===== src/rtl/pulse_train_gen.sv =====
module pulse_train_gen #(
  parameter int TW = 16,
  parameter int NW = 16
) (
  input  logic          clk,
  input  logic          rst_n,
  input  logic          arm,
  input  logic          src_in,
  input  logic          src_fall,
  input  logic          gate_in,
  input  logic [TW-1:0] delay_ticks,
  input  logic [TW-1:0] high_ticks,
  input  logic [TW-1:0] low_ticks,
  input  logic [NW-1:0] pulse_num,
  input  logic [1:0]    delay_mode,
  output logic          pulse_out,
  output logic          done
);

  localparam logic [TW-1:0] T_ONE = TW'(1);
  localparam logic [TW-1:0] T_TWO = TW'(2);
  localparam logic [NW-1:0] N_ONE = NW'(1);

  typedef enum logic [1:0] {S_IDLE, S_LOW, S_HIGH} st_t;

  logic [2:0] src_sh, gate_sh;
  st_t        st;
  logic [TW-1:0] seg_cnt, seg_len, hi_q, lo_q;
  logic [NW-1:0] num_q, pcnt;
  logic          served, done_q;

  always_ff @(posedge clk or negedge rst_n)
    if (!rst_n) begin
      src_sh  <= '0;
      gate_sh <= '0;
    end else begin
      src_sh  <= {src_sh[1:0], src_in};
      gate_sh <= {gate_sh[1:0], gate_in};
    end

  wire src_tick  = src_fall ? (src_sh[2] & ~src_sh[1]) : (src_sh[1] & ~src_sh[2]);
  wire gate_rise = gate_sh[1] & ~gate_sh[2];

  wire [TW-1:0] hi_c  = (high_ticks == '0) ? T_ONE : high_ticks;
  wire [TW-1:0] lo_c  = (low_ticks  == '0) ? T_ONE : low_ticks;
  wire [NW-1:0] num_c = (pulse_num  == '0) ? N_ONE : pulse_num;

  wire every     = (delay_mode == 2'b01) || ((delay_mode[0] == delay_mode[1]) && (num_c == N_ONE));
  wire [TW-1:0] first_sel = (every || !served) ? delay_ticks : lo_c;
  wire [TW-1:0] first_len = (first_sel < T_TWO) ? T_TWO : first_sel;

  wire seg_last   = (seg_cnt == seg_len - T_ONE);
  wire hi_last    = (seg_cnt == hi_q - T_ONE);
  wire pulse_last = (pcnt == num_q - N_ONE);

  always_ff @(posedge clk or negedge rst_n)
    if (!rst_n) begin
      st      <= S_IDLE;
      seg_cnt <= '0;
      seg_len <= T_TWO;
      hi_q    <= T_ONE;
      lo_q    <= T_ONE;
      num_q   <= N_ONE;
      pcnt    <= '0;
      served  <= 1'b0;
      done_q  <= 1'b0;
    end else begin
      done_q <= 1'b0;
      if (!arm) begin
        st     <= S_IDLE;
        served <= 1'b0;
      end else begin
        case (st)
          S_IDLE:
            if (gate_rise) begin
              st      <= S_LOW;
              seg_len <= first_len;
              seg_cnt <= '0;
              hi_q    <= hi_c;
              lo_q    <= lo_c;
              num_q   <= num_c;
              pcnt    <= '0;
              served  <= 1'b1;
            end
          S_LOW:
            if (src_tick) begin
              if (seg_last) begin
                st      <= S_HIGH;
                seg_cnt <= '0;
              end else
                seg_cnt <= seg_cnt + T_ONE;
            end
          S_HIGH:
            if (src_tick) begin
              if (hi_last) begin
                seg_cnt <= '0;
                if (pulse_last) begin
                  st     <= S_IDLE;
                  done_q <= 1'b1;
                end else begin
                  st      <= S_LOW;
                  seg_len <= lo_q;
                  pcnt    <= pcnt + N_ONE;
                end
              end else
                seg_cnt <= seg_cnt + T_ONE;
            end
          default: st <= S_IDLE;
        endcase
      end
    end

  assign pulse_out = (st == S_HIGH);
  assign done      = done_q;

  p_out_moves_on_tick_r1: assert property (@(posedge clk) disable iff (!rst_n)
    ($past(arm) && (pulse_out != $past(pulse_out))) |-> $past(src_tick));

  p_seg_in_range_r2: assert property (@(posedge clk) disable iff (!rst_n)
    (st == S_LOW) |-> (seg_cnt < seg_len));

  p_done_one_cycle_r3: assert property (@(posedge clk) disable iff (!rst_n)
    done |=> !done);

  p_done_after_high_r3: assert property (@(posedge clk) disable iff (!rst_n)
    done |-> (!pulse_out && $past(pulse_out)));

  p_pulse_bound_r3: assert property (@(posedge clk) disable iff (!rst_n)
    (st != S_IDLE) |-> (pcnt < num_q));

  p_gate_no_restart_r4: assert property (@(posedge clk) disable iff (!rst_n)
    (st == S_LOW && arm && !src_tick) |=> (st == S_LOW && $stable(seg_cnt)));

  p_arm_low_idle_r9: assert property (@(posedge clk) disable iff (!rst_n)
    !arm |=> (!pulse_out && !done));

endmodule


===== config.mk =====
export PLATFORM = sky130hd
export DESIGN_NAME = pulse_train_gen
export DESIGN_NICKNAME = d
export VERILOG_FILES = /design/src/rtl/pulse_train_gen.sv
export SDC_FILE = /design/constraint.sdc
export NUM_CORES = 1
export LEC_CHECK = 0
export ABC_AREA = 1
export BUFFER_PORTS_ARGS = -buffer_cell sky130_fd_sc_hd__clkbuf_2
export CORE_ASPECT_RATIO = 1.5
export CORE_MARGIN = 2
export CORE_UTILIZATION = 41
export DETAILED_ROUTE_END_ITERATION = 8
export GPL_ROUTABILITY_DRIVEN = 0
export GPL_TIMING_DRIVEN = 1
export MAX_ROUTING_LAYER = met4
export SKIP_LAST_GASP = 1
export SLEW_MARGIN = 40
export SYNTH_ARGS = -nofsm -noshare
export SYNTH_HDL_FRONTEND = slang
export SYNTH_SLANG_ARGS = --single-unit
export TNS_END_PERCENT = 30

===== constraint.sdc =====
create_clock -name clk -period 2.2 [get_ports clk]
set_input_delay 0.11 -clock clk [delete_from_list [all_inputs] [get_ports clk]]
set_output_delay 0.11 -clock clk [all_outputs]
set_load 0.05 [all_outputs]

# Word-level counts from Yosys, hierarchy flattened
# Index checks and enable logic that the tools add are counted.
# Widths: inputs -> output; s select.
[totals]
register_bits = 106
latch_bits = 0
ram_bits = 0
romBits = 0
in_bits = 72
out_inout_bits = 2
mem_count = 0
[classes]
n_addsub = 5
multipliers = 0
div_mod_pow = 0
magnitude_cmp = 1
eq_ne = 20
shifts = 0
muxes = 37
n_bitwise = 6
n_reduce_logical = 15
[op_table]
columns = ["op", "count"]
rows = [
  ["$mux 16", 17],
  ["$pmux 16 s2", 2],
  ["$eq 16x16->1", 3],
  ["$logic_not 16->1", 3],
  ["$pmux 16 s3", 1],
  ["$sub 16x1->16 const B", 3],
  ["$add 16x1->16 const B", 2],
  ["$eq 16x1->1 const B", 1],
  ["$lt 16x2->1 const B", 1],
  ["$mux 2", 6],
  ["$mux 1", 10],
  ["$reduce_and 5->1", 2],
  ["$ne 3x3->1 const B", 3],
  ["$ne 2x1->1 const B", 4],
  ["$ne 2x2->1 const B", 3],
  ["$ne 3x2->1 const B", 2],
  ["$pmux 2 s3", 1],
  ["$reduce_and 6->1", 1],
  ["$eq 2x1->1 const B", 2],
  ["$and 1x1->1", 3],
  ["$not 1->1", 3],
  ["$reduce_and 3->1", 1],
  ["$reduce_bool 3->1", 1],
  ["$eq 2x2->1 const B", 1],
  ["7 further kinds", 8],
]

# Depth between registers and ports, before layout
# Gate-level depths: netlist (run 1).
[depth]
word_depth = 11
ltp_mapped = 18
ltp_nobuf = 17

# Worst setup path before layout (run 1)
# Ideal clock, no wire load.
[synth_timing]
path_type = "register to register"
start = "register num_q[0]"
end = "register pcnt[7]"
arrival_time_ns = 2.043
setup_slack_ns = 0.029
path_stages_with_launch = 16
n_path_buf = 1
cell_sequence = "dfstp_2 > inv_1 > ha_1 > nand2_1 > nor2_1 > nand4_1 > nor2_1 > xor2_1 > nand2_1 > nor2_1 > nand3_1 > nand2_1 > nor2_4 > buf_6 > nand2_1 > o21ai_0"
[synth_between]
elab_chain_cells = 4
[synth_lines]
columns = ["item", "line", "source"]
rows = [
  ["from (decl)", "29", "logic [NW-1:0] num_q, pcnt;"],
  ["from (signal assigned)", "81", "num_q <= num_c;"],
  ["$sub 16x1->16", "54", "wire pulse_last = (pcnt == num_q - N_ONE);"],
  ["$eq 16x16->1", "54", ""],
  ["$ne 2x2->1 (no source line)", "--", ""],
  ["$reduce_and 6->1 (no source line)", "--", ""],
  ["to (signal assigned)", "103", "pcnt <= pcnt + N_ONE;"],
  ["to (decl)", "29", ""],
]
# Every way passes these cells.
# A chain may end at the register's enable or synchronous reset.

# Worst setup path in the final report (run 1)
[layout_timing]
start = "register num_q[0]"
end = "register pcnt[13]"
# Same word-level chain as after synthesis.

==> results of run 1 <==
## worst max path at each step
| stage | to | depth (start not counted) |
|---|---|---|
| floorplan | pcnt[7] | 15 |
| global placement | seg_len[3] | 13 |
| detailed placement | pcnt[15] | 13 |
| CTS | st[1] | 16 |
| global route | pcnt[7] | 18 |
| finish | pcnt[13] | 18 |
## report_power, final
| group | switching (mW) | internal [mW] |
|---|---|---|
| sequential | 0.589 | 2.61 |
| clock | 0.842 | 0.916 |
| combinational | 3.11 | 2.63 |
| total | 4.54 | 6.16 |
## synth_stat cells, types with 3 or more instances
cell type | number | area, um^2
a21oi_1 | 8 | 40.04
buf_2 | 7 | 35.03
buf_6 | 4 | 45.04
clkbuf_1 | 22 | 82.58
dfrtp_1 | 102 | 2552
dfstp_2 | 4 | 105.1
ha_1 | 11 | 137.6
inv_1 | 92 | 345.3
nand2_1 | 415 | 1558
nand2_2 | 3 | 18.77
nand3_1 | 73 | 365.4
nand3_2 | 3 | 30.03
nand3b_1 | 6 | 45.04
nand4_1 | 12 | 75.07
nor2_1 | 122 | 457.9
nor2_2 | 6 | 37.54
nor2_4 | 5 | 56.30
nor3_1 | 13 | 65.06
nor4_1 | 10 | 62.56
o21ai_0 | 44 | 220.2
o21ai_1 | 17 | 85.08
or2_2 | 4 | 25.02
xnor2_1 | 24 | 210.2
xor2_1 | 47 | 411.6
## worst max-delay path, cell delays in order, from the launching register on
cell and delay [ps]:
dfstp_2 540, inv_2 50, ha_4 260, inv_2 30, nand2_2 40, nand2_1 40, nor2_1 110, nand2_1 60
nor2_1 90, nand2_1 70, nor2_2 130, nand3_2 110, nor2_4 150, nand3_4 120, nand2_8 140, nor2_4 60
buf_4 170, nand2_1 50, nand2_1 40
## layout make-up
class,instances,share of cell area
Multi-Input combinational cell,848,0.4494
Sequential cell,106,0.2763
Timing Repair Buffer,229,0.1769
Inverter,94,0.03668
Tap cell,213,0.02771
Clock buffer,9,0.02341
Clock inverter,7,0.009625
## state kept, by name, indices dropped and copies added (netlist names)
register,cells
served,1
hi_q,16
seg_len,16
pcnt,16
seg_cnt,16
st,2
num_q,16
gate_sh,3
lo_q,16
done,1
src_sh,3
## metal layers
layer	up-vias	GRT usage
li1	3818	-
met1	3417	0.2590
met2	131	0.4434
met3	47	0.02027
met4	0	0.08431
met5	-	-
## cell families after synthesis
kind of cell	count (synthesis)	share of synthesized area
compound gates	80	0.05973
flops	106	0.3646
buf+inv	133	0.07518
simple gates	679	0.3901
fa+ha+maj	11	0.01888
xor+xnor	73	0.09149
## through the flow
step,utilization,setup TNS [ps]
6_report,0.5521,-5888
5_1_grt,0.5521,-14080
4_1_cts,0.5417,-6469
3_5_place_dp,0.4965,-17130
3_3_place_gp,0.4965,-14030
2_1_floorplan,-,0
## what timing repair did
action / 4_1_cts / 5_1_grt
hold endpoints to repair: 71 / 0
gates resized for setup: 22 / 37
cloned: 5 / 0
hold buffers: 34 / 0
endpoints found under the setup margin: 50 / 51
pin swaps: 6 / 15
setup buffers: 0 / 5
==> flow_metrics.py, run 1 <==
metrics = {
    "synth": {
        "yosysWarnings": 0,
        "syn_area_um2": 7289,
        "ys_ff_latch": 106,
        "synth_cell_types": 45,
        "synthFlopType": "dfrtp_1",
        "syn-num-nets": 1165,
        "yosysSeqAreaShare": 0.3646,
        "synth_area_per_cell_um2": 6.737,
        "async_reset_ff_frac": 1.000,
        "synth_edf_count": 0,
        "synthCells": 1082,
    },
    "route": {
        "wirelength_um": 20980,
        "post-route-drc-count": 0,
        "routed-wl-met2_um": 11640,
        "drt-initial-drc-count": 366,
        "ant_nets": 0,
        "vias_per_cell": 4.922,
        "wl_met3_um": 448,
        "vias": 7413,
        "wl_met1_um": 8262,
        "dr.pass1.iters": 5,
        "routed.top_layer": "met4",
        "avgRoutedWirePerCell_um": 13.93,
    },
    "cells_and_area": {
        "seq_area_um2": 2658,
        "synthToLayoutAreaGrowth_pct": 31.96,
        "final_common_cell": "nand2_1",
        "nets": 1371,
        "drive_above_1_share": 0.2166,
        "final_cell_mix": "nand2_1, nor2_1, buf_4",
        "fill_cells": 1723,
        "fin_area_um2": 9619,
        "fin_cells": 1506,
        "antennaDiodeCount": 0,
        "multi_input_area_um2": 4323,
    },
    "floorplanning": {
        "fp.dieW_um": 112.9,
        "coreArea_um2": 17420,
        "num_rows": 59,
        "initial_core_util": 0.4184,
        "die_area_um2": 18880,
        "pin_count": 74,
        "die_h_um": 167.3,
    },
    "min_path": {
        "holdPathEnd": "num_q[15]",
        "hold_path_depth": 3,
        "min_path_type": "in -> reg",
        "min_from": "pulse_num[15]",
    },
    "timing": {
        "tightest_slew_ps": 584.8,
        "whs_ps": 7.515,
        "fmax_mhz": 418.3,
        "finalHoldViolations": 0,
        "finalClockSkew_ps": 16.11,
        "fin_crit_sh": 1.087,
        "final-setup-viol-count": 50,
        "slew_viol_final": 0,
        "slew_headroom": 0.6065,
        "fin_ws_ps": -190.7,
        "grt_setup_unrepaired": "true",
        "finalCriticalPeriod_ps": 2391,
    },
    "clock_network": {
        "cts.htree.levels": 3,
        "clkTransAtPathRegs_ps": 80,
        "clock-sinks": 106,
        "cts_buffers": 9,
        "cts_root_buf": "clkbuf_16",
        "cts_buffer_depth": 2,
        "clkLatencyLatePin_ps": 360,
        "cts_tree": "done",
    },
    "placement": {
        "place_ws_ps": -568.1,
        "placed_cells": 1446,
        "io_buffers": 73,
        "place_hpwl_um": 15760,
        "post_dp_cell_area_um2": 8650,
    },
    "global_route": {
        "grt_pass1_vias": 7326,
        "grtUsageTotal": 0.2367,
        "overflow": 0,
        "grt_max_degree": 56,
        "antenna_found_initial": 0,
        "grt_pass1_wl_um": 35110,
    },
    "critical_path": {
        "crit_path_end_kind": "register",
        "r2r-start": "num_q[0]",
        "critPathKind": "reg -> reg",
        "required_ps": 2440,
        "ff2ff_setup_slack_ps": -190,
        "critPathLaunch": "num_q[0]",
        "critPathArrivalTime_ps": 2630,
        "cp_max_fo": 6,
        "r2r-end": "pcnt[13]",
        "cp-start-kind": "register",
        "worstRegToRegCells": 18,
    },
    "pwr": {
        "p_total_mw": 10.70,
        "p_leak_nw": 4.889,
        "power_per_cell_area_nw_per_um2": 1112,
        "vdd.ir_drop.worst_mv": 0.5519,
    },
    "run_status": {
        "violations": "setup timing",
        "outcome": "finished with violations",
    },
    "run": {
        "drv_cap": 0,
    },
}
(Power assumes the default switching activity.)
==> inputs of run 2 (changes only) <==
PLACE_DENSITY_LB_ADDON = 0.2   (was default)
==> flow_metrics.py, run 2 (synthesis gave the netlist of run 1 again) <==
metrics = {
    "critical_path": {
        "slowest_delay_ps": 450,
        "crit_path_frequent_cell": "nor2_4",
        "crit_path_end_kind": "register",
        "cp-start-kind": "register",
        "critical_path.top_delay_family": "simple AND/OR/NAND/NOR gates",
        "crit_slowest_cell": "dfrtp_2",
        "path_cells": "nor2_4 -> nand3_4 -> nor2_4 -> xor2_2 -> nand3_2 -> nor2_2 -> nand2_2 -> o21ai_2 -> inv_2 -> nor2_4 -> nand2_1 -> o21ai_0",
        "cp_max_fo": 10,
        "crit_buf_inv": 1,
        "required_ps": 2460,
        "ff2ff_setup_slack_ps": -190,
        "critPathArrivalTime_ps": 2650,
        "critPathKind": "reg -> reg",
    },
    "run_status": {
        "outcome": "finished with violations",
        "violations": "DRC, setup timing",
    },
    "cells_and_area": {
        "nets": 1383,
        "utilization": 0.5567,
        "drive_above_1_share": 0.2238,
        "synthToLayoutAreaGrowth_pct": 33.04,
        "antennaDiodeCount": 0,
        "final_common_cell": "nand2_1",
        "final_cell_mix": "nand2_1, buf_4, nor2_1",
    },
    "timing": {
        "slew_viol_final": 0,
        "final-setup-viol-count": 48,
        "grt_setup_unrepaired": "true",
        "fmax_mhz": 417.9,
        "fin_crit_sh": 1.088,
        "finalCriticalPeriod_ps": 2393,
        "finalClockSkew_ps": 7.615,
        "slew_headroom": 0.4712,
        "finalHoldViolations": 0,
        "tightest_slew_ps": 788.4,
        "fin_ws_ps": -192.7,
    },
    "floorplanning": {
        "num_rows": 59,
        "coreArea_um2": 17420,
        "die_area_um2": 18880,
        "die_h_um": 167.3,
        "fp.dieW_um": 112.9,
        "pin_count": 74,
        "initial_core_util": 0.4184,
    },
    "clock_network": {
        "cts.htree.levels": 3,
        "cts_buffer_depth": 2,
        "cts_tree": "done",
        "cts_buffers": 9,
        "cts_root_buf": "clkbuf_16",
        "clkLatencyLatePin_ps": 360,
        "clock-sinks": 106,
        "clkTransAtPathRegs_ps": 70,
    },
    "route": {
        "vias": 7461,
        "vias_per_cell": 4.915,
        "post-route-drc-count": 1,
        "avgRoutedWirePerCell_um": 14.12,
        "ant_nets": 0,
        "wirelength_um": 21440,
        "drt-initial-drc-count": 394,
        "dr.pass1.iters": 9,
    },
    "placement": {
        "place_hpwl_um": 16010,
        "place_ws_ps": -575.1,
        "io_buffers": 73,
    },
    "global_route": {
        "overflow": 0,
        "antenna_found_initial": 0,
        "grt_pass1_wl_um": 35480,
        "grt_max_degree": 56,
        "grtUsageTotal": 0.2427,
        "grt_pass1_vias": 7476,
    },
    "run": {
        "drv_cap": 0,
    },
    "pwr": {
        "vdd.ir_drop.worst_mv": 0.5405,
        "p_leak_nw": 4.928,
        "power_per_cell_area_nw_per_um2": 1107,
    },
    "min_path": {
        "min_path_type": "in -> reg",
    },
}
## run 2: cell types whose count changed in the layout (fill, tap and decap cells not counted), sizes merged
| cell | delta |
|---|---|
| buf | +14 |
| clkbuf | +3 |
| clkinvlp | +2 |
| inv | -2 |
| nor2 | -2 |
| bufinv | -1 |
| clkinv | -1 |
| dlygate4sd3 | -1 |
## run 2: cell type report
| cell class | count | area (um^2) |
|---|---|---|
| clock buffers | 11 | 232.7 |
| fillers | 1730 | 7724 |
| well taps | 213 | 266.5 |
| multi-input cells | 846 | 4297 |
| inverters | 94 | 352.8 |
| repair buffers | 243 | 1849 |
| clock inverters | 5 | 40.04 |
| flip-flops and latches | 106 | 2660 |
## run 2: power breakdown
| group | switching, mW | internal (mW) | total (mW) |
|---|---|---|---|
| clock network | 0.789 | 0.779 | 1.57 |
| logic | 3.15 | 2.80 | 5.94 |
| registers | 0.612 | 2.61 | 3.22 |
## run 2: final timing paths
path,depth (start not counted),start,to
worst max register to register,12,hi_q[2],pcnt[4]
min in group asynchronous,2,rst_n,num_q[9]
worst max-delay path,12,hi_q[2],pcnt[4]
worst min-delay path,3,low_ticks[11],lo_q[11]
worst min register to register,0,src_sh[0],src_sh[1]
max in group asynchronous,3,rst_n,seg_len[1]
## run 2: worst register-to-register path, stage by stage, from the launching register on
cell     delay [ps]
dfrtp_2         450
nor2_4          170
nand3_4         110
nor2_4          220
xor2_2          170
nand3_2          80
nor2_2          130
nand2_2          70
o21ai_2         210
inv_2           150
nor2_4          340
nand2_1          80
o21ai_0         110
## run 2: routing by layer
| layer | global-route usage | share of wire | vias up |
|---|---|---|---|
| li1 | - | - | 3832 |
| met1 | 0.2559 | 0.39 | 3442 |
| met2 | 0.4531 | 0.55 | 147 |
| met3 | 0.03257 | 0.026 | 40 |
| met4 | 0.09438 | 0.033 | 0 |
| met5 | - | 0 | - |
## run 2: through the flow
step	hold slack [ps]	power [mW]	TNS, ps	instance area, um^2	cells
after floorplan	-185.6	6.329	0	7289	1082
after global placement	76.70	8.442	-14110	8747	1459
after detailed placement	77.48	8.511	-15430	8747	1459
after CTS	3.076	10.46	-6238	9519	1516
after global routing	14.62	11.70	-14020	9698	1518
final	4.914	10.74	-5286	9698	1518
## run 2: what timing repair did
| item | 4_1_cts | 5_1_grt |
|---|---|---|
| setup buffers | 5 | 3 |
| hold buffers | 33 | 0 |
| gates resized for setup | 21 | 46 |
| pin swaps | 11 | 12 |
| cloned | 3 | 1 |
| endpoints found under the hold margin | 60 | 0 |
| endpoints found under the setup margin | 50 | 56 |
